<file path="config.mk">
export PLATFORM = sky130hd
export DESIGN_NAME = sig_volt_seq
export DESIGN_NICKNAME = d
export VERILOG_FILES = /design/src/rtl/sig_volt_pkg.sv /design/src/rtl/svs_ms_timer.sv /design/src/rtl/svs_cal_patch.sv /design/src/rtl/sig_volt_seq.sv
export SDC_FILE = /design/constraint.sdc
export NUM_CORES = 1
export LEC_CHECK = 0
export ABC_AREA = 1
export BUFFER_PORTS_ARGS = -buffer_cell sky130_fd_sc_hd__buf_2
export CAP_MARGIN = 20
export CORE_UTILIZATION = 30
export CTS_CLUSTER_DIAMETER = 30
export DETAILED_ROUTE_END_ITERATION = 10
export SLEW_MARGIN = 20
export SYNTH_ARGS = -nofsm -noshare
export SYNTH_HDL_FRONTEND = slang
export SYNTH_HIERARCHICAL = 1
export SYNTH_SLANG_ARGS = --single-unit
</file>
<file path="constraint.sdc">
create_clock -name clk -period 2.7 [get_ports clk]
set_input_delay 0.27 -clock clk [delete_from_list [all_inputs] [get_ports clk]]
set_output_delay 0.27 -clock clk [all_outputs]
set_load 0.02 [all_outputs]
</file>
<file path="src/rtl/sig_volt_pkg.sv">
package sig_volt_pkg;
  localparam int MV_W = 13;

  localparam logic [MV_W-1:0] LOW_MIN_MV  = 13'd1800;
  localparam logic [MV_W-1:0] LOW_MAX_MV  = 13'd1800;
  localparam logic [MV_W-1:0] HIGH_MIN_MV = 13'd2700;
  localparam logic [MV_W-1:0] HIGH_MAX_MV = 13'd3600;

  localparam int        CAL_EN_BIT = 29;
  localparam int        PD_LSB     = 8;
  localparam int        PU_LSB     = 0;
  localparam int        OFS_W      = 7;
  localparam logic [6:0] PD_CODE   = 7'h70;
  localparam logic [6:0] PU_CODE   = 7'h62;
  localparam int        VREF_W     = 4;
  localparam logic [3:0] VREF_CODE = 4'h7;

  localparam int MS_W      = 4;
  localparam int SETTLE_MS = 10;
  localparam int QUIET_MS  = 1;

  typedef enum logic [3:0] {
    ST_IDLE, ST_GATE, ST_SETBIT, ST_REG, ST_SETTLE,
    ST_FALLBACK, ST_UNGATE, ST_QUIET, ST_CAL, ST_FINISH
  } seq_state_t;
endpackage

</file>
<file path="src/rtl/svs_ms_timer.sv">
module svs_ms_timer #(
  parameter int CLK_KHZ = 200000,
  parameter int MS_W    = 4
) (
  input  logic            clk,
  input  logic            rst_n,
  input  logic            start,
  input  logic [MS_W-1:0] ms,
  output logic            fire
);
  localparam int PRE_W = $clog2(CLK_KHZ + 1);
  localparam logic [PRE_W-1:0] PRE_LAST = PRE_W'(CLK_KHZ - 1);

  logic [PRE_W-1:0] pre_q;
  logic [MS_W-1:0]  left_q;
  logic             run_q;

  always_ff @(posedge clk or negedge rst_n) begin
    if (!rst_n) begin
      pre_q  <= '0;
      left_q <= '0;
      run_q  <= 1'b0;
      fire   <= 1'b0;
    end else if (start) begin
      pre_q  <= '0;
      left_q <= ms;
      run_q  <= 1'b1;
      fire   <= 1'b0;
    end else if (run_q) begin
      fire <= 1'b0;
      if (pre_q == PRE_LAST) begin
        pre_q <= '0;
        if (left_q <= MS_W'(1)) begin
          run_q <= 1'b0;
          fire  <= 1'b1;
        end else begin
          left_q <= left_q - MS_W'(1);
        end
      end else begin
        pre_q <= pre_q + PRE_W'(1);
      end
    end else begin
      fire <= 1'b0;
    end
  end
endmodule

</file>
<file path="src/rtl/svs_cal_patch.sv">
module svs_cal_patch
  import sig_volt_pkg::*;
(
  input  logic [31:0] cal_in,
  input  logic [31:0] pad_in,
  output logic [31:0] cal_out,
  output logic [31:0] pad_out
);
  always_comb begin
    cal_out = cal_in;
    cal_out[CAL_EN_BIT] = 1'b1;
    cal_out[PD_LSB +: OFS_W] = PD_CODE;
    cal_out[PU_LSB +: OFS_W] = PU_CODE;
    pad_out = pad_in;
    pad_out[VREF_W-1:0] = VREF_CODE;
  end
endmodule

</file>
<file path="src/rtl/sig_volt_seq.sv">
module sig_volt_seq
  import sig_volt_pkg::*;
#(
  parameter int          CLK_KHZ = 200000,
  parameter logic [31:0] CAL_RST = 32'h0000_0000,
  parameter logic [31:0] PAD_RST = 32'h0000_0000
) (
  input  logic            clk,
  input  logic            rst_n,
  input  logic            req_valid,
  output logic            req_ready,
  input  logic            req_low,
  input  logic [MV_W-1:0] slot_vmax_mv,
  output logic            reg_req,
  output logic [MV_W-1:0] reg_min_mv,
  output logic [MV_W-1:0] reg_max_mv,
  input  logic            reg_ack,
  input  logic            reg_fail,
  output logic            card_clk_en,
  output logic            sel_1v8,
  output logic [31:0]     cal_cfg,
  output logic [31:0]     pad_ctrl,
  output logic            done,
  output logic            done_err
);
  seq_state_t      st_q;
  logic            tgt_low_q, fail_q;
  logic            tmr_start, tmr_fire;
  logic [MS_W-1:0] tmr_ms;
  logic [31:0]     cal_next, pad_next;
  logic            accept, skip;
  logic            want_low_range;

  assign accept = req_valid && (st_q == ST_IDLE);
  assign skip   = slot_vmax_mv < (req_low ? LOW_MIN_MV : HIGH_MIN_MV);

  svs_ms_timer #(.CLK_KHZ(CLK_KHZ), .MS_W(MS_W)) u_timer (
    .clk(clk), .rst_n(rst_n), .start(tmr_start), .ms(tmr_ms), .fire(tmr_fire)
  );

  svs_cal_patch u_patch (
    .cal_in(cal_cfg), .pad_in(pad_ctrl), .cal_out(cal_next), .pad_out(pad_next)
  );

  always_comb begin
    tmr_start = 1'b0;
    tmr_ms    = MS_W'(QUIET_MS);
    if (st_q == ST_REG && reg_ack) begin
      tmr_start = 1'b1;
      tmr_ms    = MS_W'(SETTLE_MS);
    end else if (st_q == ST_UNGATE) begin
      tmr_start = 1'b1;
    end
  end

  assign req_ready      = (st_q == ST_IDLE);
  assign reg_req        = (st_q == ST_REG) || (st_q == ST_FALLBACK);
  assign want_low_range = (st_q == ST_REG) && tgt_low_q;
  assign reg_min_mv     = want_low_range ? LOW_MIN_MV : HIGH_MIN_MV;
  assign reg_max_mv     = want_low_range ? LOW_MAX_MV : HIGH_MAX_MV;
  assign done           = (st_q == ST_FINISH);
  assign done_err       = done && fail_q;

  always_ff @(posedge clk or negedge rst_n) begin
    if (!rst_n) begin
      st_q        <= ST_IDLE;
      tgt_low_q   <= 1'b0;
      fail_q      <= 1'b0;
      card_clk_en <= 1'b1;
      sel_1v8     <= 1'b0;
      cal_cfg     <= CAL_RST;
      pad_ctrl    <= PAD_RST;
    end else begin
      case (st_q)
        ST_IDLE: if (accept) begin
          tgt_low_q <= req_low;
          fail_q    <= 1'b0;
          st_q      <= skip ? ST_FINISH : ST_GATE;
        end
        ST_GATE: begin
          card_clk_en <= 1'b0;
          st_q        <= ST_SETBIT;
        end
        ST_SETBIT: begin
          sel_1v8 <= tgt_low_q;
          st_q    <= ST_REG;
        end
        ST_REG: begin
          if (reg_ack) begin
            st_q <= ST_SETTLE;
          end else if (reg_fail) begin
            fail_q <= 1'b1;
            st_q   <= ST_FALLBACK;
          end
        end
        ST_SETTLE:   if (tmr_fire) st_q <= ST_UNGATE;
        ST_FALLBACK: if (reg_ack || reg_fail) st_q <= ST_UNGATE;
        ST_UNGATE: begin
          card_clk_en <= 1'b1;
          st_q        <= ST_QUIET;
        end
        ST_QUIET: if (tmr_fire) begin
          st_q <= (tgt_low_q && !fail_q) ? ST_CAL : ST_FINISH;
        end
        ST_CAL: begin
          cal_cfg  <= cal_next;
          pad_ctrl <= pad_next;
          st_q     <= ST_FINISH;
        end
        ST_FINISH: st_q <= ST_IDLE;
        default:   st_q <= ST_IDLE;
      endcase
    end
  end
endmodule

</file>
Word level (Yosys, flattened, before mapping):

Cells that the tools add are included.

* word-level logic and storage cells: 85
* bits in registers: 34
* bits of input ports: 19

* order comparisons: 2
* add/sub/neg operators: 2
* eq/ne operators: 18
* reduce and logical (&&, ||, !) cells: 17
* multiplexer cells: 35

Operators by type and width (count)
* $mux 18: 3
* $mux 4: 12
* $mux 12: 3
* $pmux 4 s9: 1
* $add 18x1->18 const B: 1
* $eq 18x18->1 const B: 1
* $eq 4x3->1 const B: 4
* $mux 1: 14
* $lt 13x12->1: 1
* $eq 4x2->1 const B: 2
* $eq 4x4->1 const B: 2
* $ne 2x1->1 const B: 4
* $reduce_bool 2->1: 4
* $ne 2x2->1 const B: 3
* $logic_and 1x1->1: 5
* $reduce_and 5->1: 1
* $eq 4x1->1 const B: 1
* $le 4x1->1 const B: 1
* $logic_not 4->1: 1
* $pmux 1 s2: 2
* $reduce_and 4->1: 1
* $sub 4x1->4 const B: 1
* $ne 3x3->1 const B: 1
* $reduce_and 3->1: 1
* 3 further kinds: 4

Logic depth before layout (Yosys ltp):

Gate-level depths: netlist (run 1).

* word-level depth: 5
* depth in mapped cells: 14
* depth with buffers taken out: 14

Hierarchy:

The synthesis (run 1) kept the hierarchy.

Modules (own cells, without submodules)
* sig_volt_seq: cells an instance 413, area each 3324.4 um2, instances 1
* svs_ms_timer: cells an instance 224, area each 1529.0 um2, instances 1
* svs_cal_patch: cells an instance 66, area each 488.0 um2, instances 1

Worst setup path after synthesis (run 1):

Ideal clock, no wire load.

* kind: register to register
* start point: register st_q[2]
* end point: register u_timer.left_q[2]
* setup time: 0.117 ns
* path slack: 0.775 ns
* cell stages (with the launch flop): 14
* arrival time: 1.808 ns
* period minus slack after synthesis: 1.925 ns
* path through: dfrtp_1 -> nor2_1 -> nand2_2 -> nor2_1 -> inv_1 -> nand2_1 -> buf_2 -> nor3_1 -> o21ai_1 -> nand2_1 -> inv_2 -> nand2_2 -> nand2_1 -> nand2_1

* word-level cells in the longest chain between the ends: 5
* elaborated cells on any way between the ends: 10

RTL lines
* start, declared: RTL line sig_volt_seq.sv:26 `seq_state_t st_q;`
* start signal, assigned: RTL line sig_volt_seq.sv:78 `st_q <= skip ? ST_FINISH : ST_GATE;`
* start signal, assigned: RTL line sig_volt_seq.sv:103 `st_q <= (tgt_low_q && !fail_q) ? ST_CAL : ST_FINISH;`
* $eq 4x3->1 / $eq 4x2->1 (equally long branches): RTL line sig_volt_seq.sv:51, sig_volt_seq.sv:48
* $mux 1 / $logic_and 1x1->1 (equally long branches): RTL line sig_volt_seq.sv:51, sig_volt_seq.sv:48
* $mux 1 *: RTL line sig_volt_seq.sv:48 `if (st_q == ST_REG && reg_ack) begin`
* via tmr_start: RTL line sig_volt_seq.sv:28 `logic tmr_start, tmr_fire;`
* $ne 2x2->1 (no line) / $reduce_bool 2->1 (equally long branches)
* $reduce_and 3->1 (no line)
* end signal, assigned: RTL line svs_ms_timer.sv:26 `left_q <= ms;`
* end signal, assigned: RTL line svs_ms_timer.sv:37 `left_q <= left_q - MS_W'(1);`
* end, declared: RTL line svs_ms_timer.sv:15 `logic [MS_W-1:0] left_q;`

The timed path passes the listed nets; every way through them passes the cells marked *.
A chain may end at the register's enable or synchronous reset.

Worst setup path after layout (run 1):

* start point: register st_q[2]
* end point: register u_timer.pre_q[17]

* word-level cells in the longest chain between the ends: 4
* elaborated cells on any way between the ends: 7

RTL lines
* $eq 4x3->1 / $eq 4x2->1 (equally long branches): RTL line sig_volt_seq.sv:51, sig_volt_seq.sv:48
* $mux 1 / $logic_and 1x1->1 (equally long branches): RTL line sig_volt_seq.sv:51, sig_volt_seq.sv:48
* $mux 1 *: RTL line sig_volt_seq.sv:48
* via tmr_start: RTL line sig_volt_seq.sv:28
* $mux 18 / $reduce_bool 2->1 (equally long branches)
* end signal, assigned: RTL line svs_ms_timer.sv:40 `pre_q <= pre_q + PRE_W'(1);`
* end, declared: RTL line svs_ms_timer.sv:14 `logic [PRE_W-1:0] pre_q;`

Marks and branches as above.

==> results of run 1 <==
path summary, 6_finish.rpt:
kind / endpoint / slack (ns) / cells past startpoint / startpoint
worst min register to register: cal_cfg[10] / 0.46 / 2 / cal_cfg[10]
worst max-delay path: u_timer/pre_q[17] / 0.36 / 12 / st_q[2]
max in group asynchronous: cal_cfg[18] / 1.52 / 3 / rst_n
worst max register to register: u_timer/pre_q[17] / 0.36 / 12 / st_q[2]
min in group asynchronous: u_timer/left_q[0] / 0.49 / 2 / rst_n
worst min-delay path: tgt_low_q / 0.21 / 3 / req_valid
layout make-up:
type                       count  share of cell area
multi-input combinational    476               0.355
tap                          225              0.0485
clock buffer                   9              0.0388
sequential                    96               0.414
clock inverter                 7              0.0136
timing repair buffer          99              0.0923
inverter                      58              0.0377
tightest hold or removal path, delay by kind of cell:
kind	cells	cell delay [ns]
buffers and inverters	1	0.10
AO/OA/AOI/OAI	1	0.07
AND/OR/NAND/NOR	1	0.07
per-layer routing:
layer	routed length [um]	vias to the layer above	GRT usage
met5	0	-	0
met4	167	0	0.0443
met3	453	16	0.0303
met2	4600	106	0.182
met1	5210	1828	0.156
li1	-	2103	-
power groups by stage:
stage / clock network (mW) / registers, mW / logic, mW
2_1_floorplan: 0 / 2.10 / 0.986
3_3_place_gp: 0 / 1.92 / 1.54
3_5_place_dp: 0 / 1.92 / 1.55
4_1_cts: 1.37 / 1.89 / 1.56
5_1_grt: 1.42 / 1.93 / 1.73
6_report: 1.31 / 1.89 / 1.54
sequential cells by signal, summed over array words and instances, names as in the netlist:
signal,flops
cal_cfg,32
card_clk_en,1
fail_q,1
pad_ctrl,32
sel_1v8,1
st_q,4
tgt_low_q,1
u_timer/fire,1
u_timer/left_q,4
u_timer/pre_q,18
u_timer/run_q,1
kinds of logic (layout without fill, tap and decap cells):
family / count (synthesis) / count (layout)
fa+ha+maj: 7 / 7
xor+xnor: 3 / 3
simple gates: 400 / 400
compound gates: 29 / 29
flops: 96 / 96
buf+inv: 164 / 173
other cells: 4 / 37
per-stage QoR:
step | utilization | hold WS [ns] | cell area (um2)
4_1_cts | 0.334 | 0.193 | 5800
2_1_floorplan | - | -0.0256 | 5470
5_1_grt | 0.334 | 0.212 | 5800
3_5_place_dp | 0.316 | 0.341 | 5490
3_3_place_gp | 0.316 | 0.342 | 5490
6_report | 0.334 | 0.209 | 5800
repair_timing:
| item | CTS | global route |
|---|---|---|
| hold buffers | 1 | 0 |
| endpoints found under the hold margin | 45 | 0 |
| resized for setup | 0 | 0 |
Yosys cell counts (all sizes together):
master / count / share of area
nand3: 31 / 0.031
o31ai: 1 / 0.0014
inv: 58 / 0.041
ha: 7 / 0.016
o21ai: 18 / 0.018
nor2: 51 / 0.041
a21oi: 6 / 0.0056
conb: 4 / 0.0028
xnor2: 1 / 0.0016
clkbuf: 5 / 0.0035
a31oi: 1 / 0.0012
a211oi: 1 / 0.0014
dfstp: 1 / 0.0049
xor2: 2 / 0.0033
o21bai: 2 / 0.0028
and2: 1 / 0.0012
nor3: 7 / 0.0087
dfrtp: 95 / 0.45
nand4: 12 / 0.014
nand2: 298 / 0.21
buf: 101 / 0.14
==> reports/qor.csv, run 1 <==
stage;metric;value;unit
global_routing;grt_usage;0.117;
synth;synth-simple-area-share;0.307;
power_and_ir_drop;clockPowerShare;0.276;
setup_path;startpoint_type;flip-flop;
global_routing;grt_max_degree;66;
timing;relSlewSlack;0.393;
power_and_ir_drop;p_per_area;817;mW/mm2
synth;ys_types;31;
route;vias;4053;
setup_path;crit_buf_inv;2;
clock_network;post_cts_buffers;0;
die;core;0.0174;mm2
timing;fmax;427;MHz
finish;seqCellArea;0.00240;mm2
timing;rsz0062_at_grt;false;
route;drtIter0Drc;247;
synth;yosysWarnings;6;
placed_design;hpwl;7000;um
timing;tightest_slew;0.911;ns
finish;drive_above_1_share;0.183;
route;dr.pass1.iters;4;
clock_network;clockRootBuffer;clkbuf_16;
global_routing;grt_first_pass_wirelength;17000;um
synth;syn_inst;703;
die;ios;115;
finish;multi_input_area;0.00206;mm2
synth;avgSynthCellArea;7.60;um2
clock_network;clockBufferDepth;2;
die;die_w;135;um
power_and_ir_drop;p_leak;3.31;nW
job;cap_violations;0;
timing;hold_viol;0;
power_and_ir_drop;ir_worst_vdd;460;uV
synth;synth-adder-area-share;0.0164;
power_and_ir_drop;power_frac_seq;0.400;
setup_path;critPathMaxFanout;15;
placed_design;dp_slack;0.418;ns
route;detail-route-antenna-nets;0;
clock_network;clock_sinks;96;
setup_path;critical_path_arrival;2.55;ns
setup_path;critPathCaptureType;flip-flop;
status;status;finished, final reports clean;
global_routing;antenna_found_initial;0;
timing;setup_violations;0;
clock_network;cts_tree;yes;
clock_network;clk_pin_slew;0.07;ns
synth;synth.cell_area;0.00534;mm2
power_and_ir_drop;pwr-share-comb;0.325;
die;fp.dieH;135;um
clock_network;clkLatencyLatePin;0.34;ns
timing;post-route-min-period;2.34;ns
power_and_ir_drop;total_power;4.74;mW
timing;final.setup.worst_slack;0.357;ns
setup_path;critPathMaxStageDelay;0.46;ns
placed_design;portBuffers;95;
synth;synthMuxAreaShare;0;
timing;setup_tns;0;ns
setup_path;path_cells;nor2_1 -> nand2_2 -> nor2_1 -> inv_1 -> nand2_1 -> nor2_4 -> inv_2 -> nand2_2 -> nor2_2 -> nand3_1 -> nand2_1 -> nor2_1;
finish;fillers;1806;
timing;skew;0.00810;ns
route;drcViolationCount;0;
synth;synth-compound-area-share;0.0307;
setup_path;critPathKind;flip-flop to flip-flop;
finish;areaGrowthSynthToFinish;8.60;%
route;wire_per_inst;10.7;um
global_routing;grt_pass1_vias;3540;
synth;synth_seq_cells;96;
clock_network;htreeDepth;3;
route;via_per_inst;4.18;
setup_path;path_common_cell;nor2_1;
die;start_util;0.308;
finish;num_antenna_cells;0;
setup_path;crit_slowest_cell;dfrtp_1;
route;wl;10400;um
die;die_area;0.0183;mm2
synth;ys_seq_area_frac;0.450;
power_and_ir_drop;intPower;2.92;mW
global_routing;grt_overflow;0;
finish;final_cell_mix;nand2_1 (294), dfrtp_1 (95), buf_2 (94), inv_1 (53), nor2_1 (44);
synth;synth_top_family_by_area;simple AND/OR/NAND/NOR gates;
timing;final_max_slew_viol_count;0;
finish;layout_commonest_cell;nand2_1;
finish;fin_nets;766;
clock_network;cts_buffers;9;
timing;post-route-period-util;0.868;
finish;layout.cells.non_filler;970;
placed_design;placed_cells;953;
power_and_ir_drop;switching_share;0.383;
worst_hold_path;hold_path.class;input pin to flip-flop;
placed_design;gp_congestion;0.813;
synth;synth-xor-area-share;0.00492;
setup_path;crit_family;simple AND/OR/NAND/NOR gates;
setup_path;critPathRequiredTime;2.90;ns
power_and_ir_drop;p_switching;1.81;mW
die;core.rowCount;48;
Note: power is estimated with default switching activity, not from simulation.
==> run 2, diff against run 1 <==
--- a/config.mk
+++ b/config.mk
@@ -11,8 +11,8 @@
 export CORE_UTILIZATION = 30
 export CTS_CLUSTER_DIAMETER = 30
 export DETAILED_ROUTE_END_ITERATION = 10
+export PLACE_DENSITY_LB_ADDON = 0.25
 export SLEW_MARGIN = 20
 export SYNTH_ARGS = -nofsm -noshare
 export SYNTH_HDL_FRONTEND = slang
-export SYNTH_HIERARCHICAL = 1
 export SYNTH_SLANG_ARGS = --single-unit
==> run 2 against run 1 <==
Effect of this change: synthesized cell count is 42% lower; area after synthesis down 46%; global-route usage is 0.38 points lower; setup slack better by 0.43 ns; die area down 46%; routed wire length shrank 47%; cell count shrank 42%; core utilization down 1.8 points; register-to-register slack better by 0.62 ns; sequential power down 74%; largest power group unchanged.
==> reports/qor.csv, run 2 <==
stage;metric;value;unit;change
clock_network;htreeDepth;2;;was 3
finish;postLayoutCoreUtil;0.316;;was 0.334
synth;synth-adder-area-share;0.0306;;was 0.0164
global_routing;grt_usage;0.114;;was 0.117
job;cap_violations;0;;unchanged
die;start_util;0.310;;was 0.308
synth;yosysTopAreaCell;dfrtp_1;;unchanged
clock_network;cts.repair.resized;0;;unchanged
placed_design;gp_congestion;0.865;;was 0.813
setup_path;critPathMaxFanout;6;;was 15
timing;post-route-period-util;0.708;;was 0.868
synth;synth.most_common_cell;nand2_1;;unchanged
die;ios;115;;unchanged
finish;reg_top3;u_timer.pre_q: 18 flops, st_q: 4 flops, u_timer.left_q: 4 flops;;was cal_cfg: 32 flops, pad_ctrl: 32 flops, u_timer/pre_q: 18 flops
synth;synth_edf_count;0;;unchanged
setup_path;critical_path_arrival;1.64;ns;was 2.55 ns
die;core;0.00924;mm2;was 0.0174 mm2
synth;synthMuxAreaShare;0;;unchanged
clock_network;clockBufferDepth;2;;unchanged
synth;yosys-top-cells-count;nand2_1 (103), buf_4 (88), nor2_1 (42);;was nand2_1 (294), dfrtp_1 (95), buf_4 (90)
synth;synth.cell_area;0.00287;mm2;was 0.00534 mm2
timing;fmax;523;MHz;was 427 MHz
setup_path;path_cells;nor2_1 -> nand2_1 -> nor2_1 -> inv_1 -> buf_2;;was nor2_1 -> nand2_2 -> nor2_1 -> inv_1 -> nand2_1 -> nor2_4 -> inv_2 -> nand2_2 -> nor2_2 -> nand3_1 -> nand2_1 -> nor2_1
synth;syn_inst;409;;was 703
finish;largest_reg_flops;18;;
global_routing;antenna_found_initial;0;;unchanged
finish;fin_area;0.00292;mm2;was 0.00580 mm2
die;die_area;0.00995;mm2;was 0.0183 mm2
route;drcViolationCount;0;;unchanged
synth;synth_seq_cells;33;;was 96
synth;synth-main-ff-cell;dfrtp_1;;unchanged
setup_path;crit_family;simple AND/OR/NAND/NOR gates;;unchanged
timing;setup_violations;0;;unchanged
setup_path;rr_startpoint;u_timer.pre_q[0];;was st_q[2]
global_routing;grt_first_pass_wirelength;9130;um;was 17,000 um
setup_path;crit_slowest_cell;dfrtp_1;;unchanged
setup_path;critPathKind;flip-flop to output port;;was flip-flop to flip-flop
status;status;finished, final reports clean;;unchanged
finish;top_register;u_timer.pre_q;;
setup_path;startpoint_type;flip-flop;;unchanged
synth;ys_types;32;;was 31
clock_network;cts_buffers;5;;was 9
finish;layout_commonest_cell;nand2_1;;unchanged
route;dr.pass1.iters;5;;was 4
synth;avgSynthCellArea;7.01;um2;was 7.60 um2
finish;fillers;982;;was 1,806
timing;skew;0.00766;ns;was 0.00810 ns
setup_path;critPathCaptureType;output port;;was flip-flop
finish;fin_nets;463;;was 766
placed_design;dpl-instance-area;0.00282;mm2;was 0.00549 mm2
finish;areaGrowthSynthToFinish;1.92;%;was 8.60%
synth;synth-compound-area-share;0.0629;;was 0.0307
timing;final_max_slew_viol_count;0;;unchanged
route;detail-route-antenna-nets;0;;unchanged
power_and_ir_drop;p_per_area;356;mW/mm2;was 817 mW/mm2
timing;hold_viol;0;;unchanged
clock_network;clockRootBuffer;clkbuf_8;;was clkbuf_16
placed_design;portBuffers;41;;was 95
power_and_ir_drop;ir_worst_vdd;149;uV;was 460 uV
global_routing;grt_max_degree;34;;was 66
finish;final_cell_mix;nand2_1 (103), conb_1 (71), nor2_1 (42), buf_2 (41), inv_1 (36);;was nand2_1 (294), dfrtp_1 (95), buf_2 (94), inv_1 (53), nor2_1 (44)
synth;synth-simple-area-share;0.326;;was 0.307
global_routing;grt_pass1_vias;2007;;was 3,540
setup_path;critPathRequiredTime;2.43;ns;was 2.90 ns
worst_hold_path;hold_path.class;input pin to async pin;;was input pin to flip-flop
setup_path;path_common_cell;nor2_1;;unchanged
clock_network;clock_sinks;33;;was 96
finish;num_antenna_cells;0;;unchanged
synth;synth-xor-area-share;0.00306;;was 0.00492
global_routing;grt_overflow;0;;unchanged
route;wire_per_inst;9.67;um;was 10.7 um
timing;hold_ws;0.0467;ns;was 0.209 ns
timing;rsz0062_at_grt;false;;unchanged
synth;yosysWarnings;0;;was 6
setup_path;critPathMaxStageDelay;0.43;ns;was 0.46 ns
synth;synth.top_cell.area_share;0.279;;was 0.445
clock_network;post_cts_buffers;0;;unchanged
synth;ys_seq_area_frac;0.289;;was 0.450
synth;yosys-top-cells-area;dfrtp_1 (28%), buf_4 (23%), nand2_1 (13%);;was dfrtp_1 (45%), nand2_1 (21%), buf_4 (13%)
clock_network;clkLatencyLatePin;0.29;ns;was 0.34 ns
route;wl;5480;um;was 10,400 um
setup_path;crit_start;st_q[2];;unchanged
synth;synth_top_family_by_area;simple AND/OR/NAND/NOR gates;;unchanged
setup_path;crit_buf_inv;2;;unchanged
finish;drive_above_1_share;0.155;;was 0.183
die;fp.dieH;99.7;um;was 135 um
route;drtIter0Drc;129;;was 247
synth;async_flop_share;1.00;;unchanged
route;vias;2337;;was 4,053
timing;setup_tns;0;ns;unchanged
route;via_per_inst;4.12;;was 4.18
timing;tightest_slew;0.751;ns;was 0.911 ns
clock_network;cts_tree;yes;;unchanged
die;die_w;99.7;um;was 135 um
power_and_ir_drop;p_leak;1.64;nW;was 3.31 nW
die;core.rowCount;35;;was 48
clock_network;cts_hold_buf;0;;was 1
timing;post-route-min-period;1.91;ns;was 2.34 ns
placed_design;hpwl;4260;um;was 7000 um
clock_network;clk_pin_slew;0.08;ns;was 0.07 ns
timing;relSlewSlack;0.499;;was 0.393
-- run 2: changes by cell type after synthesis, sizes merged, moves of 3 or more --
cell    before  now
nand3       31   26
nor2        51   45
a21oi        6   11
nand2      298  111
dfrtp       95   32
buf        101   89
nor3         7    3
inv         58   39
clkbuf       5    0
nand3b       0    3
-- run 2: area by class of cell --
cell class                 count  area, um2  share of cell area
multi-input combinational    317       1480               0.506
sequential                    33        827               0.283
timing repair buffer          41        205              0.0703
tap                          129        161              0.0553
inverter                      39        149              0.0510
clock buffer                   7       96.3              0.0330
clock inverter                 1       5.00             0.00171
-- run 2: worst paths after layout --
kind	end	slack, ns	cells after the start
hold / removal	u_timer.pre_q[10]	0.05	1
min in group clk	tgt_low_q	0.27	3
setup / recovery	reg_max_mv[11]	0.79	5
max in group asynchronous	u_timer.pre_q[0]	2.17	1
hold reg to reg	u_timer.left_q[1]	0.48	2
setup reg to reg	u_timer.pre_q[4]	0.98	6
-- run 2: through the flow --
step,cells,power [mW],setup WS [ns]
6_report,567,1.04,0.789
3_5_place_dp,559,0.628,1.03
2_1_floorplan,478,0.680,1.04
5_1_grt,567,1.10,0.596
4_1_cts,567,1.06,0.749
3_3_place_gp,559,0.627,1.03
-- run 2: cells by family (layout without fill, tap and decap cells) --
family	after synthesis	in the layout
other	2	71
and+or+nand+nor	204	204
xor gates and xnor gates	1	1
buffers and inverters	128	88
adders and majority gates	7	7
DFF	33	33
AOI/OAI and AO/OA	34	34
-- run 2: routing by layer --
| layer | vias up | global-route usage | share of wire |
|---|---|---|---|
| met2 | 93 | 0.195 | 0.47 |
| met4 | 0 | 0.0351 | 0.011 |
| met1 | 1047 | 0.145 | 0.47 |
| met5 | - | 0 | 0 |
| met3 | 5 | 0.0190 | 0.049 |
| li1 | 1192 | - | - |
-- run 2: worst register-to-register path, delay by kind of cell, from the launching register on --
kind	cells	cell delay [ns]
compound gates	1	0.34
fa+ha+maj	1	0.23
flops	1	0.41
simple gates	4	0.61
-- run 2: report_power, final --
part | internal (mW) | switching [mW]
clock | 0.231 | 0.191
combinational | 0.0145 | 0.110
sequential | 0.494 | 0
total | 0.739 | 0.301
==> run 3, diff against run 2 <==
--- a/config.mk
+++ b/config.mk
@@ -5,7 +5,7 @@
 export SDC_FILE = /design/constraint.sdc
 export NUM_CORES = 1
 export LEC_CHECK = 0
-export ABC_AREA = 1
+export ABC_AREA = 0
 export BUFFER_PORTS_ARGS = -buffer_cell sky130_fd_sc_hd__buf_2
 export CAP_MARGIN = 20
 export CORE_UTILIZATION = 30
==> constraint.sdc (replaced) <==
create_clock -name clk -period 1.6 [get_ports clk]
set_input_delay 0.16 -clock clk [delete_from_list [all_inputs] [get_ports clk]]
set_output_delay 0.16 -clock clk [all_outputs]
set_load 0.02 [all_outputs]
==> run 3 against run 2 <==
Effect of this change: the run now ends with DRC, setup timing left; non-clock buffer count grew 70; global-route usage grew 1.4 points; die area shrank 2.5%; register-to-register slack lost 1.1 ns; area after synthesis shrank 2.5%; sequential share of layout area shrank 5.6 points; first-iteration DRC count shrank 15%; cell count shrank 9.3%; synthesized cell count shrank 23%; sequential power grew to 2.7 times the previous value; clock-buffer cell count grew 1; critical path type is now flip-flop to flip-flop; largest cell class unchanged.
==> reports/qor.csv, run 3 <==
stage;metric;value;unit;change
status;status;finished, violations left;;was finished, final reports clean
status;violations;DRC, setup timing;;
synth;synth.most_common_cell;buf_4;;was nand2_1
finish;largest_reg_flops;18;;unchanged
power_and_ir_drop;p_leak;1.72;nW;was 1.64 nW
worst_hold_path;min_to;fail_q;;
route;dr.pass1.iters;9;;was 5
finish;layout_commonest_cell;conb_1;;was nand2_1
clock_network;clockRootBuffer;clkbuf_8;;unchanged
finish;layout.cells.non_filler;514;;was 567
finish;fin_nets;431;;was 463
global_routing;grt_first_pass_wirelength;9990;um;was 9130 um
clock_network;clk_pin_slew;0.07;ns;was 0.08 ns
synth;synth-adder-area-share;0.0314;;was 0.0306
die;core.rowCount;34;;was 35
route;via_per_inst;4.62;;was 4.12
finish;top_register;u_timer.pre_q;;unchanged
synth;ys_types;60;;was 32
global_routing;grt_pass1_vias;2107;;was 2,007
placed_design;placed_cells;491;;was 559
timing;post-route-min-period;1.69;ns;
synth;async_flop_share;1.00;;unchanged
timing;post-route-period-util;1.06;;
timing;hold_viol;0;;unchanged
timing;final_max_slew_viol_count;0;;unchanged
finish;reg_top3;u_timer.pre_q: 18 flops, st_q: 4 flops, u_timer.left_q: 4 flops;;unchanged
global_routing;grt_max_degree;34;;unchanged
synth;synth_seq_cells;33;;unchanged
clock_network;clkLatencyLatePin;0.29;ns;about the same
synth;synth-simple-area-share;0.199;;was 0.326
worst_hold_path;hold_path.class;input pin to flip-flop;;was input pin to async pin
power_and_ir_drop;p_per_area;1550;mW/mm2;was 356 mW/mm2
clock_network;htreeDepth;2;;unchanged
finish;final_cell_mix;conb_1 (71), buf_4 (58), buf_2 (30), dfrtp_1 (28), buf_6 (21);;was nand2_1 (103), conb_1 (71), nor2_1 (42), buf_2 (41), inv_1 (36)
placed_design;portBuffers;41;;unchanged
timing;setup_violations;22;;was 0
setup_path;critPathKind;flip-flop to flip-flop;;was flip-flop to output port
timing;fmax;592;MHz;
finish;multi_input_area;0.00171;mm2;was 0.00148 mm2
synth;synth.cell_area;0.00279;mm2;was 0.00287 mm2
setup_path;rr_startpoint;u_timer.pre_q[1];;was u_timer.pre_q[0]
timing;final.setup.worst_slack;-0.0892;ns;was 0.789 ns
synth;avgSynthCellArea;8.84;um2;was 7.01 um2
route;wl;6400;um;was 5480 um
die;fp.dieH;98.5;um;was 99.7 um
synth;synth-compound-area-share;0.164;;was 0.0629
job;cap_violations;0;;unchanged
timing;rsz0062_at_grt;true;;was false
setup_path;critPathRequiredTime;1.77;ns;was 2.43 ns
synth;yosysWarnings;0;;unchanged
route;drcViolationCount;14;;was 0
worst_hold_path;hold_start;reg_fail;;
finish;seqCellArea;832;um2;was 827 um2
synth;yosys-top-cells-count;buf_4 (90), dfrtp_1 (32), a21oi_1 (20);;was nand2_1 (103), buf_4 (88), nor2_1 (42)
setup_path;rrSetupSlack;-0.09;ns;was 0.98 ns
finish;postLayoutCoreUtil;0.413;;was 0.316
synth;ys_seq_area_frac;0.296;;was 0.289
placed_design;gp_congestion;0.727;;was 0.865
clock_network;clock_sinks;33;;unchanged
clock_network;cts_buffers;5;;unchanged
route;drtIter0Drc;110;;was 129
setup_path;startpoint_type;flip-flop;;unchanged
route;vias;2375;;was 2,337
setup_path;worstReg2RegEnd;u_timer.left_q[3];;was u_timer.pre_q[4]
finish;num_antenna_cells;0;;unchanged
finish;drive_above_1_share;0.421;;was 0.155
placed_design;hpwl;4530;um;was 4260 um
synth;synth-xor-area-share;0.00941;;was 0.00306
global_routing;grt_overflow;0;;unchanged
synth;synth_top_family_by_area;buffers and inverters;;was simple AND/OR/NAND/NOR gates
timing;skew;0.00882;ns;was 0.00766 ns
global_routing;antenna_found_initial;0;;unchanged
synth;synthMuxAreaShare;0.0296;;was 0
route;detail-route-antenna-nets;0;;unchanged
synth;synth.top_cell.area_share;0.287;;was 0.279
die;die_area;0.00970;mm2;was 0.00995 mm2
synth;yosys-top-cells-area;dfrtp_1 (29%), buf_4 (24%), a21oi_1 (3.6%);;was dfrtp_1 (28%), buf_4 (23%), nand2_1 (13%)
setup_path;crit_start;u_timer.pre_q[1];;was st_q[2]
synth;synth-main-ff-cell;dfrtp_1;;unchanged
setup_path;critPathCaptureType;flip-flop;;was output port
power_and_ir_drop;ir_worst_vdd;566;uV;was 149 uV
die;die_w;98.5;um;was 99.7 um
finish;fillers;882;;was 982
synth;syn_inst;316;;was 409
synth;synth_edf_count;0;;unchanged
setup_path;critPathMaxFanout;4;;was 6
clock_network;clockBufferDepth;2;;unchanged
route;wire_per_inst;12.5;um;was 9.67 um
setup_path;critical_path_arrival;1.86;ns;was 1.64 ns
setup_path;r2r_cells;5;;was 6
global_routing;grt_usage;0.128;;was 0.114
die;core;0.00885;mm2;was 0.00924 mm2
worst_hold_path;worstHoldPathCells;2;;
synth;yosysTopAreaCell;dfrtp_1;;unchanged
die;start_util;0.316;;was 0.310
finish;areaGrowthSynthToFinish;31.0;%;was 1.92%
die;ios;115;;unchanged
clock_network;cts_tree;yes;;unchanged
[run 3: cell count changes after synthesis, sizes merged, moves of 4 or more]
cell	before	now
mux2	0	4
buf	89	93
a21oi	11	20
or4	0	9
clkbuf	0	5
nand2	111	19
nand3	26	6
or3	0	6
nor2	45	14
inv	39	10
o31ai	0	10
[run 3: per-layer routing]
layer	part of all wire	wire length, um	up-vias	GRT usage
met1	0.46	2920	1134	0.161
met5	0	0	-	0
met4	0.0044	28	0	0.0276
li1	-	-	1152	-
met2	0.49	3130	84	0.228
met3	0.051	325	5	0.0248
[run 3: worst max path at each step]
stage	slack (ns)	end
3_3_place_gp	-0.16	u_timer.fire
3_5_place_dp	-0.17	u_timer.left_q[0]
6_report	-0.09	u_timer.left_q[3]
4_1_cts	-0.11	u_timer.left_q[0]
5_1_grt	-0.20	u_timer.left_q[0]
2_1_floorplan	-0.09	u_timer.left_q[3]
[run 3: kinds of logic after synthesis]
logic type | after synthesis
buffers and inverters | 108
AND/OR/NAND/NOR | 89
AO/OA/AOI/OAI | 67
flip-flops | 33
adder cells (fa/ha/maj) | 7
multiplexers | 7
XOR/XNOR | 3
other | 2
[run 3: critical path, stage by stage, from the launching register on]
cell and delay, ns:
dfrtp_1 0.37, ha_2 0.20, and4_4 0.24, nand3_4 0.10
o41ai_4 0.33, mux2_4 0.33
[run 3: power breakdown]
group | leakage [nW] | switching, mW | internal [mW]
registers | 0.414 | 0.255 | 1.07
logic | 1.26 | 1.84 | 1.82
clock network | 0.0455 | 0.323 | 0.351
total | 1.72 | 2.42 | 3.24
[run 3: final cells by class]
type                            instances  area share
Tap cell                              108      0.0369
Multi-Input combinational cell        244       0.467
Timing Repair Buffer                  111       0.233
Sequential cell                        33       0.227
Clock buffer                            8      0.0246
Inverter                               10      0.0109
[run 3: repair_timing]
action | in CTS | in global routing
endpoints found under the setup margin | 32 | 35
hold buffers | 1 | 0
pin swaps | 11 | 5
gates resized for setup | 43 | 31
endpoints found under the hold margin | 32 | 0
buffers inserted | 10 | 5
[run 3: stage by stage]
stage          total power, mW  setup WS (ns)  setup TNS (ns)  area, um2  hold WS (ns)
2_1_floorplan             3.42        -0.0862          -0.237       3120        -0.136
3_3_place_gp              4.14         -0.162          -0.903       3160         0.141
3_5_place_dp              4.18         -0.167           -1.40       3160         0.139
4_1_cts                   5.43         -0.114           -1.08       3490         0.144
5_1_grt                   6.05         -0.198           -2.48       3660         0.152
6_report                  5.66        -0.0892          -0.712       3660         0.152
